**config.mk**
```make
export PLATFORM = sky130hd
export DESIGN_NAME = qspi_cinstr_engine
export DESIGN_NICKNAME = d
export VERILOG_FILES = /design/src/rtl/qci_pkg.sv /design/src/rtl/qci_rst_sync.sv /design/src/rtl/qci_halfbit.sv /design/src/rtl/qci_shift.sv /design/src/rtl/qspi_cinstr_engine.sv
export SDC_FILE = /design/constraint.sdc
export NUM_CORES = 1
export LEC_CHECK = 0
export BUFFER_PORTS_ARGS = -buffer_cell sky130_fd_sc_hd__buf_4
export CORE_MARGIN = 5
export CORE_UTILIZATION = 50
export CTS_CLUSTER_DIAMETER = 100
export DETAILED_ROUTE_END_ITERATION = 8
export GPL_TIMING_DRIVEN = 0
export PLACE_DENSITY = 0.84
export SLEW_MARGIN = 20
export SYNTH_ARGS = -nofsm -noshare
export SYNTH_HDL_FRONTEND = slang
export SYNTH_SLANG_ARGS = --single-unit
```
**constraint.sdc**
```tcl
create_clock -name clk -period 5.89 [get_ports clk]
set_clock_uncertainty 0.15 [all_clocks]
set_input_delay 0 -clock clk [delete_from_list [all_inputs] [get_ports clk]]
set_output_delay 0 -clock clk [all_outputs]
set_load 0.01 [all_outputs]
```
**src/rtl/qci_pkg.sv**
```systemverilog
`timescale 1ns/1ps
package qci_pkg;
  localparam int PAY_BYTES = 8;
  localparam int PAY_W     = PAY_BYTES * 8;
  localparam int IDX_W     = $clog2(PAY_BYTES);
  localparam int LEN_W     = 4;
  localparam int MAX_LEN   = PAY_BYTES + 1;
  localparam logic [7:0] OPC_WREN   = 8'h06;
  localparam logic [7:0] OPC_STATUS = 8'h05;
  localparam logic [7:0] POLL_FILL  = 8'h00;

  typedef enum logic [1:0] {ST_IDLE, ST_FRAME, ST_GAP} st_t;
  typedef enum logic [1:0] {PH_POLL, PH_WREN, PH_MAIN} ph_t;

  function automatic logic [LEN_W-1:0] clamp_len(input logic [LEN_W-1:0] l);
    if (l == '0) return LEN_W'(1);
    if (l > LEN_W'(MAX_LEN)) return LEN_W'(MAX_LEN);
    return l;
  endfunction

  function automatic logic [LEN_W-1:0] phase_len(input ph_t ph, input logic [LEN_W-1:0] l);
    case (ph)
      PH_POLL: return LEN_W'(2);
      PH_WREN: return LEN_W'(1);
      default: return l;
    endcase
  endfunction

  function automatic logic [7:0] frame_byte(input ph_t ph, input logic [LEN_W-1:0] idx,
                                            input logic [7:0] op, input logic [PAY_W-1:0] pay);
    logic [LEN_W-1:0] k;
    k = idx - LEN_W'(1);
    case (ph)
      PH_POLL: return (idx == '0) ? OPC_STATUS : POLL_FILL;
      PH_WREN: return OPC_WREN;
      default: return (idx == '0) ? op : pay[{k[IDX_W-1:0], 3'b000} +: 8];
    endcase
  endfunction
endpackage

```
**src/rtl/qci_rst_sync.sv**
```systemverilog
`timescale 1ns/1ps
module qci_rst_sync (
  input  logic clk,
  input  logic rst_n_a,
  output logic rst_n_o
);
  logic [1:0] sync_q;

  always_ff @(posedge clk or negedge rst_n_a) begin
    if (!rst_n_a) sync_q <= 2'b00;
    else          sync_q <= {sync_q[0], 1'b1};
  end

  assign rst_n_o = sync_q[1];
endmodule

```
**src/rtl/qci_halfbit.sv**
```systemverilog
`timescale 1ns/1ps
module qci_halfbit #(
  parameter int DIV_W = 4
) (
  input  logic             clk,
  input  logic             rst_n,
  input  logic             clr,
  input  logic             en,
  input  logic [DIV_W-1:0] div,
  output logic             tick,
  output logic             half
);
  logic [DIV_W-1:0] cnt_q, cnt_d;
  logic             half_q, half_d;

  always_comb begin
    cnt_d  = cnt_q;
    half_d = half_q;
    if (clr) begin
      cnt_d  = '0;
      half_d = 1'b0;
    end else if (en) begin
      if (cnt_q == div) begin
        cnt_d  = '0;
        half_d = ~half_q;
      end else begin
        cnt_d = cnt_q + 1'b1;
      end
    end
  end

  always_ff @(posedge clk or negedge rst_n) begin
    if (!rst_n) begin
      cnt_q  <= '0;
      half_q <= 1'b0;
    end else begin
      cnt_q  <= cnt_d;
      half_q <= half_d;
    end
  end

  assign tick = en & ~clr & (cnt_q == div);
  assign half = half_q;


  hcnt_bound_chk: assert property (@(posedge clk) disable iff (!rst_n)
    (en && !clr) |=> (cnt_q <= div));
endmodule

```
**src/rtl/qci_shift.sv**
```systemverilog
`timescale 1ns/1ps
module qci_shift #(
  parameter int W = 8
) (
  input  logic         clk,
  input  logic         rst_n,
  input  logic         load,
  input  logic [W-1:0] load_val,
  input  logic         advance,
  input  logic         sample,
  input  logic         sdi,
  output logic         sdo,
  output logic [W-1:0] rx,
  output logic         last
);
  localparam int CW = $clog2(W);

  logic [W-1:0]  tx_q, tx_d, rx_q, rx_d;
  logic [CW-1:0] cnt_q, cnt_d;

  always_comb begin
    tx_d  = tx_q;
    cnt_d = cnt_q;
    rx_d  = rx_q;
    if (load) begin
      tx_d  = load_val;
      cnt_d = '0;
    end else if (advance) begin
      tx_d  = {tx_q[W-2:0], 1'b0};
      cnt_d = cnt_q + 1'b1;
    end
    if (sample) rx_d = {rx_q[W-2:0], sdi};
  end

  always_ff @(posedge clk or negedge rst_n) begin
    if (!rst_n) begin
      tx_q  <= '0;
      cnt_q <= '0;
      rx_q  <= '0;
    end else begin
      tx_q  <= tx_d;
      cnt_q <= cnt_d;
      rx_q  <= rx_d;
    end
  end

  assign sdo  = tx_q[W-1];
  assign rx   = rx_q;
  assign last = (cnt_q == CW'(W-1));
endmodule

```
**src/rtl/qspi_cinstr_engine.sv**
```systemverilog
`timescale 1ns/1ps
module qspi_cinstr_engine
  import qci_pkg::*;
#(
  parameter int DIV_W = 4
) (
  input  logic             clk,
  input  logic             rst_n,
  input  logic             start,
  input  logic [7:0]       opcode,
  input  logic [3:0]       frame_len,
  input  logic             wren_en,
  input  logic             wait_en,
  input  logic [DIV_W-1:0] sck_div,
  input  logic             mode_set,
  input  logic [1:0]       mode_req,
  input  logic [31:0]      wdata0,
  input  logic [31:0]      wdata1,
  output logic [31:0]      rdata0,
  output logic [31:0]      rdata1,
  output logic             busy,
  output logic             ready,
  output logic             sck,
  output logic             csn,
  output logic             io0,
  input  logic             io1,
  output logic             io2,
  output logic             io3
);
  logic rst_ns;
  qci_rst_sync u_rst (.clk(clk), .rst_n_a(rst_n), .rst_n_o(rst_ns));

  st_t              st_q, st_d;
  ph_t              ph_q, ph_d, nph;
  logic [LEN_W-1:0] idx_q, idx_d, len_q, len_d, kpos;
  logic [7:0]       op_q, op_d;
  logic [PAY_W-1:0] pay_q, pay_d, rd_q, rd_d;
  logic [DIV_W-1:0] div_q, div_d;
  logic             wren_q, wren_d, wait_q, wait_d, wip_q, wip_d;
  logic             cpol_q, cpol_d, ready_q, ready_d;

  logic       in_frame, in_gap, tick, half, rise, fall;
  logic       ld, adv, last;
  logic [7:0] ld_val, rx;

  assign in_frame = (st_q == ST_FRAME);
  assign in_gap   = (st_q == ST_GAP);

  qci_halfbit #(.DIV_W(DIV_W)) u_half (
    .clk(clk), .rst_n(rst_ns), .clr(st_q == ST_IDLE), .en(in_frame | in_gap),
    .div(div_q), .tick(tick), .half(half)
  );

  assign rise = tick & ~half;
  assign fall = tick & half;

  qci_shift #(.W(8)) u_shift (
    .clk(clk), .rst_n(rst_ns), .load(ld), .load_val(ld_val), .advance(adv),
    .sample(in_frame & rise), .sdi(io1), .sdo(io0_raw), .rx(rx), .last(last)
  );
  logic io0_raw;

  always_comb begin
    st_d = st_q;   ph_d = ph_q;   idx_d = idx_q; len_d = len_q;
    op_d = op_q;   pay_d = pay_q; rd_d = rd_q;   div_d = div_q;
    wren_d = wren_q; wait_d = wait_q; wip_d = wip_q; cpol_d = cpol_q;
    ready_d = 1'b0; ld = 1'b0; ld_val = 8'h00; adv = 1'b0; nph = PH_MAIN;
    kpos = idx_q - LEN_W'(1);
    case (st_q)
      ST_IDLE: begin
        if (mode_set && (mode_req == 2'b00 || mode_req == 2'b11)) cpol_d = mode_req[0];
        if (start) begin
          nph    = wait_en ? PH_POLL : (wren_en ? PH_WREN : PH_MAIN);
          st_d   = ST_FRAME;  ph_d = nph;  idx_d = '0;
          op_d   = opcode;    len_d = clamp_len(frame_len);
          pay_d  = {wdata1, wdata0};
          div_d  = sck_div;   wren_d = wren_en; wait_d = wait_en;
          rd_d   = '0;
          ld     = 1'b1;
          ld_val = frame_byte(nph, '0, opcode, '0);
        end
      end
      ST_FRAME: begin
        if (fall) begin
          if (last) begin
            if (ph_q == PH_MAIN && idx_q != '0) rd_d[{kpos[IDX_W-1:0], 3'b000} +: 8] = rx;
            if (ph_q == PH_POLL && idx_q == LEN_W'(1)) wip_d = rx[0];
            if (idx_q == phase_len(ph_q, len_q) - LEN_W'(1)) begin
              st_d = ST_GAP;
            end else begin
              idx_d  = idx_q + LEN_W'(1);
              ld     = 1'b1;
              ld_val = frame_byte(ph_q, idx_q + LEN_W'(1), op_q, pay_q);
            end
          end else begin
            adv = 1'b1;
          end
        end
      end
      ST_GAP: begin
        if (fall) begin
          if (ph_q == PH_MAIN) begin
            st_d    = ST_IDLE;
            ready_d = 1'b1;
          end else begin
            if (ph_q == PH_POLL && wip_q) nph = PH_POLL;
            else if (ph_q == PH_POLL && wren_q) nph = PH_WREN;
            else nph = PH_MAIN;
            st_d   = ST_FRAME; ph_d = nph; idx_d = '0;
            ld     = 1'b1;
            ld_val = frame_byte(nph, '0, op_q, pay_q);
          end
        end
      end
      default: st_d = ST_IDLE;
    endcase
  end

  always_ff @(posedge clk or negedge rst_ns) begin
    if (!rst_ns) begin
      st_q <= ST_IDLE; ph_q <= PH_MAIN; idx_q <= '0; len_q <= '0;
      op_q <= '0; pay_q <= '0; rd_q <= '0; div_q <= '0;
      wren_q <= 1'b0; wait_q <= 1'b0; wip_q <= 1'b0; cpol_q <= 1'b0; ready_q <= 1'b0;
    end else begin
      st_q <= st_d; ph_q <= ph_d; idx_q <= idx_d; len_q <= len_d;
      op_q <= op_d; pay_q <= pay_d; rd_q <= rd_d; div_q <= div_d;
      wren_q <= wren_d; wait_q <= wait_d; wip_q <= wip_d; cpol_q <= cpol_d; ready_q <= ready_d;
    end
  end

  assign csn    = ~in_frame;
  assign sck    = in_frame ? half : cpol_q;
  assign io0    = in_frame & io0_raw;
  assign io2    = 1'b1;
  assign io3    = 1'b1;
  assign busy   = (st_q != ST_IDLE);
  assign ready  = ready_q;
  assign rdata0 = rd_q[31:0];
  assign rdata1 = rd_q[63:32];


  start_ignored_chk: assert property (@(posedge clk) disable iff (!rst_ns)
    busy |=> $stable(op_q));

  mode_hold_chk: assert property (@(posedge clk) disable iff (!rst_ns)
    busy |=> $stable(cpol_q));

  ready_pulse_chk: assert property (@(posedge clk) disable iff (!rst_ns)
    ready |=> !ready);

  ready_idle_chk: assert property (@(posedge clk) disable iff (!rst_ns)
    ready |-> (csn && !busy));

  io0_hold_chk: assert property (@(posedge clk) disable iff (!rst_ns)
    (!csn && sck && $past(!csn && sck)) |-> $stable(io0));

  gap_min_chk: assert property (@(posedge clk) disable iff (!rst_ns)
    $rose(csn) |=> csn);
endmodule

```
==> implementation parameters, run 1 <==
Parameter                              Value

Outcome
  Outcome    finished clean

CTS
  Insertion delay to the later sink of the worst-skew pair    0.44 ns
  TritonCTS clock tree    built
  Number of H-tree levels    4
  Count of cells resized by post-cts repair    0
  Number of buffers created by CTS    17
  Clock input transition at the sequential cells of the worst setup and hold paths    0.07 ns
  Clock Path Buffers    2
  Sinks on Clock Net    182
  Post-CTS Setup Bufs    0
  Root buffer cell    sky130_fd_sc_hd__clkbuf_16

Floorplanning
  Area of the placeable core    17100 µm²
  Y dimension of the die    141 µm
  Number of core rows    48
  Horizontal extent of the die    141 µm
  Count of boundary I/O pins    160
  Total Die Area    20000 µm²
  Initial core utilization    50.5%

Synthesis
  Seq/Total Area, Yosys    52.7%
  Post-synth design cell area    8640 µm²
  Post-Synthesis Cells    704
  Flip-flop and latch count after synthesis    182
  Count of yosys warnings during synthesis    0
  Synth cell types    68
  Proportion of synthesized flip-flops having asynchronous set or reset    100%
  Post-Synthesis Mean Instance Area    12.3 µm²
  Most used flip-flop cell after synthesis    sky130_fd_sc_hd__dfrtp_1
  Count of flip-flops with a built-in enable after synthesis    0

Power
  Power density over cell area    420 nW/µm²
  Worst ir drop on vdd    0.000280 V
  Total Power Consumption    4.89 mW
  Standby leakage power    5.26 nW

Critical path
  Worst path arrival time    3.66 ns
  Data required time of the worst path    6.05 ns
  Endpoint type of the worst setup path    flop
  Reg2reg start    idx_q[0]$_DFFE_PN0P_
  Worst setup endpoint    u_shift.tx_q[0]$_DFFE_PN0P_
  Worst reg-to-reg setup slack    2.40 ns
  Largest fanout on the critical path    10
  Type of origin of the critical path    flop
  Path type of the worst setup path    reg2reg
  Series of cell instances along the critical path    buf_2 -> inv_1 -> ha_1 -> clkbuf_1 -> buf_1 -> o21ai_0 -> nand2_1 -> nand4_1 -> a31oi_1 -> mux2i_1
  Critical R2R Capture    u_shift.tx_q[0]$_DFFE_PN0P_
  R2R cell count    10
  Stage delay of the slowest cell on the critical path    0.57 ns
  Crit-path slowest cell    sky130_fd_sc_hd__buf_1
  Critical Path Start    idx_q[0]$_DFFE_PN0P_

Layout
  Net count, final    1079
  Share of layout cells above drive strength 1    33.1%
  Growth of design area from synthesis to finish    34.9%
  Fillers    1232
  Cell area after layout    11600 µm²
  Antenna Diode Count    0

STA
  Relative slew slack    24.1%
  Slew at the pin with the worst max-slew slack    1.13 ns
  Fin. Hold Viols    0
  Count of pins over their slew limit    0
  RSZ-0062 raised after global routing    false
  Minimum period implied by the final worst setup slack    3.49 ns
  Fmax    286 MHz
  Final setup violating endpoints    0
  Post-route clock period utilization    59.3%

Detailed routing
  Count of TritonRoute iterations in the first routing pass    5
  Antenna-violating nets left    0
  Via count of the routed design    7027
  Total wirelength of the detailed-routed design    24600 µm
  Routed wire per std cell    20.3 µm
  DRC Markers    0
  Post-detailed-route via-to-cell ratio    5.79
  Number of DRC markers in iteration 0    575

Run
  Max-capacitance violation count    0

GRT
  Largest net degree at the start of global routing    63
  Global-route usage over all layers    24.9%
  Wire length of the first global-routing pass    39300 µm
  Antenna violations before repair    0
  Gr ovfl total    0
  Vias in the first global route    7393

Placed design
  Final HPWL from detailed placement    16400 µm
  Number of port buffers    157
  Placer congestion estimate    0.922
  Placement-stage cell area    10200 µm²

Min path
  HP Class    reg2async
==> worst max-delay path: cells and delay by family (launching register included) <==
| kind | cells | cell delay, ns |
|---|---|---|
| buffers and inverters | 4 | 1.47 |
| AO/OA/AOI/OAI | 2 | 0.48 |
| flip-flops | 1 | 0.47 |
| adder cells (fa/ha/maj) | 1 | 0.42 |
| AND/OR/NAND/NOR | 2 | 0.28 |
| multiplexers | 1 | 0.10 |
==> placed cells by master, fill, tap and decap left out, types with 15 or more instances in the layout <==
cell	instances
sky130_fd_sc_hd__a21oi_1	25
sky130_fd_sc_hd__clkbuf_16	17
sky130_fd_sc_hd__o21ai_0	37
sky130_fd_sc_hd__a22o_1	54
sky130_fd_sc_hd__nand2_1	37
sky130_fd_sc_hd__buf_1	16
sky130_fd_sc_hd__nor2_1	24
sky130_fd_sc_hd__dlygate4sd3_1	90
sky130_fd_sc_hd__buf_4	160
sky130_fd_sc_hd__ha_1	15
sky130_fd_sc_hd__mux2_2	89
sky130_fd_sc_hd__mux2i_1	33
sky130_fd_sc_hd__dfrtp_1	180
sky130_fd_sc_hd__a22oi_1	17
==> worst min-delay path by stage <==
stage,start,endpoint,slack [ns],depth (start not counted)
6_report,u_rst.sync_q[1]$_DFF_PN0_,u_shift.tx_q[3]$_DFFE_PN0P_,0.12,0
5_1_grt,u_rst.sync_q[1]$_DFF_PN0_,div_q[1]$_DFFE_PN0P_,0.16,0
4_1_cts,u_rst.sync_q[1]$_DFF_PN0_,div_q[1]$_DFFE_PN0P_,0.13,0
3_5_place_dp,rst_n,u_rst.sync_q[0]$_DFF_PN0_,-0.37,1
3_3_place_gp,rst_n,u_rst.sync_q[0]$_DFF_PN0_,-0.37,1
2_1_floorplan,rst_n,u_rst.sync_q[0]$_DFF_PN0_,-0.45,0
==> cell usage after synthesis, drive strengths merged, types with 2 or more instances <==
cell type  count  area share, %
o2111ai        2           0.28
a211oi         4           0.41
nand3b         5           0.43
and4b          2           0.23
o22ai          3           0.22
o21ai         45            2.6
a31oi          6           0.51
mux4          11            2.9
xor2           4           0.41
nor2          25            1.1
nand4          5           0.43
and4           2           0.20
a21oi         25            1.4
or2            2           0.14
mux2i         33            3.8
nand2         38            1.7
or4            2           0.17
clkbuf        14           0.61
a22oi         17            1.5
dfrtp        181             52
and3           4           0.29
or3            3           0.22
a22o          54            5.5
o211ai         3           0.26
nand4b         2           0.20
buf           34            1.9
nor3          11           0.88
and2           2           0.14
nand3          5           0.29
ha            15            2.2
nand2b         7           0.51
xnor2         11            1.4
nor4b          2           0.28
o21a           4           0.35
mux2          89             12
inv           13           0.57
nor3b          3           0.26
==> where the power goes <==
| group | total [mW] | internal [mW] | switching (mW) |
|---|---|---|---|
| Clock | 1.10 | 0.596 | 0.505 |
| Combinational | 1.90 | 0.894 | 1.01 |
| Sequential | 1.88 | 1.62 | 0.267 |
| Total | 4.89 | 3.11 | 1.78 |
==> routing by layer <==
layer  track usage, %  up-vias  part of all wire (%)
li1                 -     3159                     -
met1             30.9     3478                    40
met2             42.7      319                    50
met3             5.90       71                   7.1
met4             8.89        0                   2.9
met5                0        -                     0
==> cell type report <==
class	count	area (µm²)	share of cell area [%]
repair buffers	250	2150	18.5
plain buffers	48	216	1.86
inverters	14	52.6	0.451
multi-input cells	462	3820	32.8
clock buffers	18	439	3.77
clock inverters	14	124	1.06
flip-flops and latches	182	4560	39.1
well taps	225	282	2.42
==> cell families (layout without fill, tap and decap cells) <==
family	count (synthesis)	count (layout)	synth area share (%)
muxes	133	133	18.3
and+or+nand+nor	124	124	7.90
xor gates and xnor gates	15	15	1.78
buffers and inverters	62	344	3.11
DFF	182	182	52.7
AOI/OAI and AO/OA	172	172	14.0
adders and majority gates	15	15	2.17
other	1	3	0.0434
==> stage by stage <==
stage	setup TNS, ns	hold WS, ns	worst slack, ns	cells	util, %
2_1_floorplan	0	-0.446	0.295	706	-
3_3_place_gp	-271.45	-0.367	-1.53	1088	59.0
3_5_place_dp	0	-0.366	2.52	1091	59.5
4_1_cts	0	0.134	2.47	1213	68.0
5_1_grt	0	0.158	2.20	1213	68.0
6_report	0	0.116	2.40	1213	68.0
==> registers in the layout (all words and copies together), names as in the netlist <==
name / cells
idx_q: 4
u_half.cnt_q: 4
wren_q: 1
wip_q: 1
u_shift.cnt_q: 3
ph_q: 2
rd_q: 64
op_q: 8
len_q: 4
ready: 1
u_shift.rx: 8
u_half.half: 1
u_shift.tx_q: 8
cpol_q: 1
pay_q: 64
st_q: 2
u_rst.sync_q: 2
div_q: 4
==> repair_timing <==
| action | CTS | global route |
|---|---|---|
| hold endpoints to repair | 96 | 0 |
| endpoints found under the setup margin | 0 | 0 |
| hold buffers | 90 | 0 |
Note: power is estimated with default switching activity, not from simulation.
==> run 2, diff against run 1 <==
Settings changed: CORE_UTILIZATION 50 to 53, PLACE_DENSITY 0.84 to 0.85.
Clock period 5.89 ns to 3.55 ns, I/O delays scaled along.
==> run 2 against run 1 <==
Against the previous run:
- sequential share of layout area up 0.21 points
- final cell count shrank 0.91%
- combinational power increased by 66%
- hold slack gained 0.018 ns
- setup slack got worse by 2.1 ns
- routed wire length shrank 0.86%
- first-iteration DRC count fell by 11%
- core utilization is 4.6 points higher
- clock power rose by 55%
- non-clock buffer count is 1 lower
- largest cell class unchanged
==> implementation parameters, run 2 (synthesis results as in run 1) <==
Parameter                              Value

Outcome
  Outcome    finished clean

Layout
  Most frequent cells in the layout    180 x sky130_fd_sc_hd__dfrtp_1, 160 x sky130_fd_sc_hd__buf_4, 89 x sky130_fd_sc_hd__mux2_2, 89 x sky130_fd_sc_hd__dlygate4sd3_1, 54 x sky130_fd_sc_hd__a22o_1
  Most common cell after layout, fill and taps aside    sky130_fd_sc_hd__dfrtp_1
  Antenna Diode Count    0
  Non-filler cells, final    1202
  Largest registers    pay_q (64), rd_q (64)
  Final design utilization    72.7%
  Net count, final    1078
  Growth of design area from synthesis to finish    34.1%
  Share of layout cells above drive strength 1    32.9%

Floorplanning
  Total Die Area    18900 µm²
  Count of boundary I/O pins    160
  Number of core rows    46
  Y dimension of the die    138 µm
  Initial core utilization    54.2%
  Area of the placeable core    15900 µm²
  Horizontal extent of the die    138 µm

STA
  Fmax    307 MHz
  Post-route clock period utilization    91.9%
  RSZ-0062 raised after global routing    false
  Final setup violating endpoints    0
  Slew at the pin with the worst max-slew slack    1.10 ns
  Count of pins over their slew limit    0
  Minimum period implied by the final worst setup slack    3.26 ns
  Fin. Hold Viols    0
  Relative slew slack    26.1%

Power
  Standby leakage power    5.23 nW
  Total Power Consumption    7.99 mW
  Worst ir drop on vdd    0.000470 V
  Power density over cell area    690 nW/µm²

GRT
  Largest net degree at the start of global routing    58
  Antenna violations before repair    0
  Vias in the first global route    7133
  Gr ovfl total    0
  Global-route usage over all layers    26.8%
  Wire length of the first global-routing pass    38600 µm

Critical path
  Data required time of the worst path    3.75 ns
  Largest fanout on the critical path    10
  Endpoint type of the worst setup path    flop
  Worst path arrival time    3.46 ns
  Path type of the worst setup path    reg2reg
  Type of origin of the critical path    flop

Placed design
  Number of port buffers    157
  Number of placed instances, taps included    1082
  Placer congestion estimate    0.901
  Final HPWL from detailed placement    16100 µm

CTS
  Number of H-tree levels    4
  Clock Path Buffers    2
  TritonCTS clock tree    built
  Number of buffers created by CTS    17
  Post-CTS Setup Bufs    0
  Root buffer cell    sky130_fd_sc_hd__clkbuf_16
  Sinks on Clock Net    182
  Insertion delay to the later sink of the worst-skew pair    0.44 ns
  Clock input transition at the sequential cells of the worst setup and hold paths    0.07 ns

Detailed routing
  Antenna-violating nets left    0
  Count of TritonRoute iterations in the first routing pass    5
  Post-detailed-route via-to-cell ratio    5.87
  Routed wire per std cell    20.3 µm
  Via count of the routed design    7053
  DRC Markers    0
  Total wirelength of the detailed-routed design    24400 µm
  Number of DRC markers in iteration 0    511

Min path
  HP Class    reg2async

Run
  Max-capacitance violation count    0
## run 2: what timing repair did
action                     4_1_cts  5_1_grt
hold endpoints to repair        96        0
gates resized for setup          0        2
hold buffers                    89        0
setup endpoints to repair        0        2
## run 2: per-stage QoR
stage	cell area, µm²	setup WS (ns)	TNS [ns]	hold WS [ns]
4_1_cts	11600	0.259	0	0.158
6_report	11600	0.288	0	0.134
2_1_floorplan	8650	0.397	0	-0.446
3_3_place_gp	10100	-0.619	-107.69	-0.367
5_1_grt	11600	0.0844	0	0.188
3_5_place_dp	10200	0.252	0	-0.365
## run 2: worst paths after layout
path	end	slack, ns	from	depth (start not counted)
hold / removal	rd_q[56]$_DFFE_PN0P_	0.13	u_rst.sync_q[1]$_DFF_PN0_	0
max in group asynchronous	ph_q[1]$_DFFE_PN1P_	1.88	u_rst.sync_q[1]$_DFF_PN0_	3
setup / recovery	rd_q[37]$_DFFE_PN0P_	0.29	idx_q[0]$_DFFE_PN0P_	10
hold reg to reg	rd_q[56]$_DFFE_PN0P_	0.13	u_rst.sync_q[1]$_DFF_PN0_	0
min in group clk	pay_q[62]$_DFFE_PN0P_	0.19	wdata1[30]	3
setup reg to reg	rd_q[37]$_DFFE_PN0P_	0.29	idx_q[0]$_DFFE_PN0P_	10
## run 2: worst max-delay path, cell delays in order (launching register included)
cell and delay [ns]:
sky130_fd_sc_hd__dfrtp_1 0.45, sky130_fd_sc_hd__buf_2 0.30, sky130_fd_sc_hd__inv_1 0.19, sky130_fd_sc_hd__ha_1 0.27
sky130_fd_sc_hd__xnor2_1 0.16, sky130_fd_sc_hd__ha_1 0.35, sky130_fd_sc_hd__or4b_1 0.46, sky130_fd_sc_hd__buf_2 0.21
sky130_fd_sc_hd__nor3_4 0.34, sky130_fd_sc_hd__a22oi_1 0.12, sky130_fd_sc_hd__o21ai_0 0.19
## run 2: power by group
| group | internal [mW] | switching, mW |
|---|---|---|
| clock network | 0.893 | 0.805 |
| logic | 1.49 | 1.67 |
| registers | 2.68 | 0.456 |
## run 2: layout make-up
| class | instances | area (µm²) |
|---|---|---|
| clock buffers | 20 | 437 |
| inverters | 14 | 52.6 |
| flip-flops and latches | 182 | 4560 |
| repair buffers | 249 | 2140 |
| clock inverters | 11 | 78.8 |
| plain buffers | 48 | 218 |
| fillers | 1081 | 4360 |
| well taps | 216 | 270 |
| multi-input cells | 462 | 3830 |
## run 2: routing by layer
layer | vias to the layer above | GRT usage, % | part of all wire [%]
met2 | 345 | 45.0 | 50
met4 | 0 | 10.6 | 3.4
met1 | 3492 | 33.7 | 39
met5 | - | 0 | 0
met3 | 64 | 5.84 | 7.4
li1 | 3152 | - | -
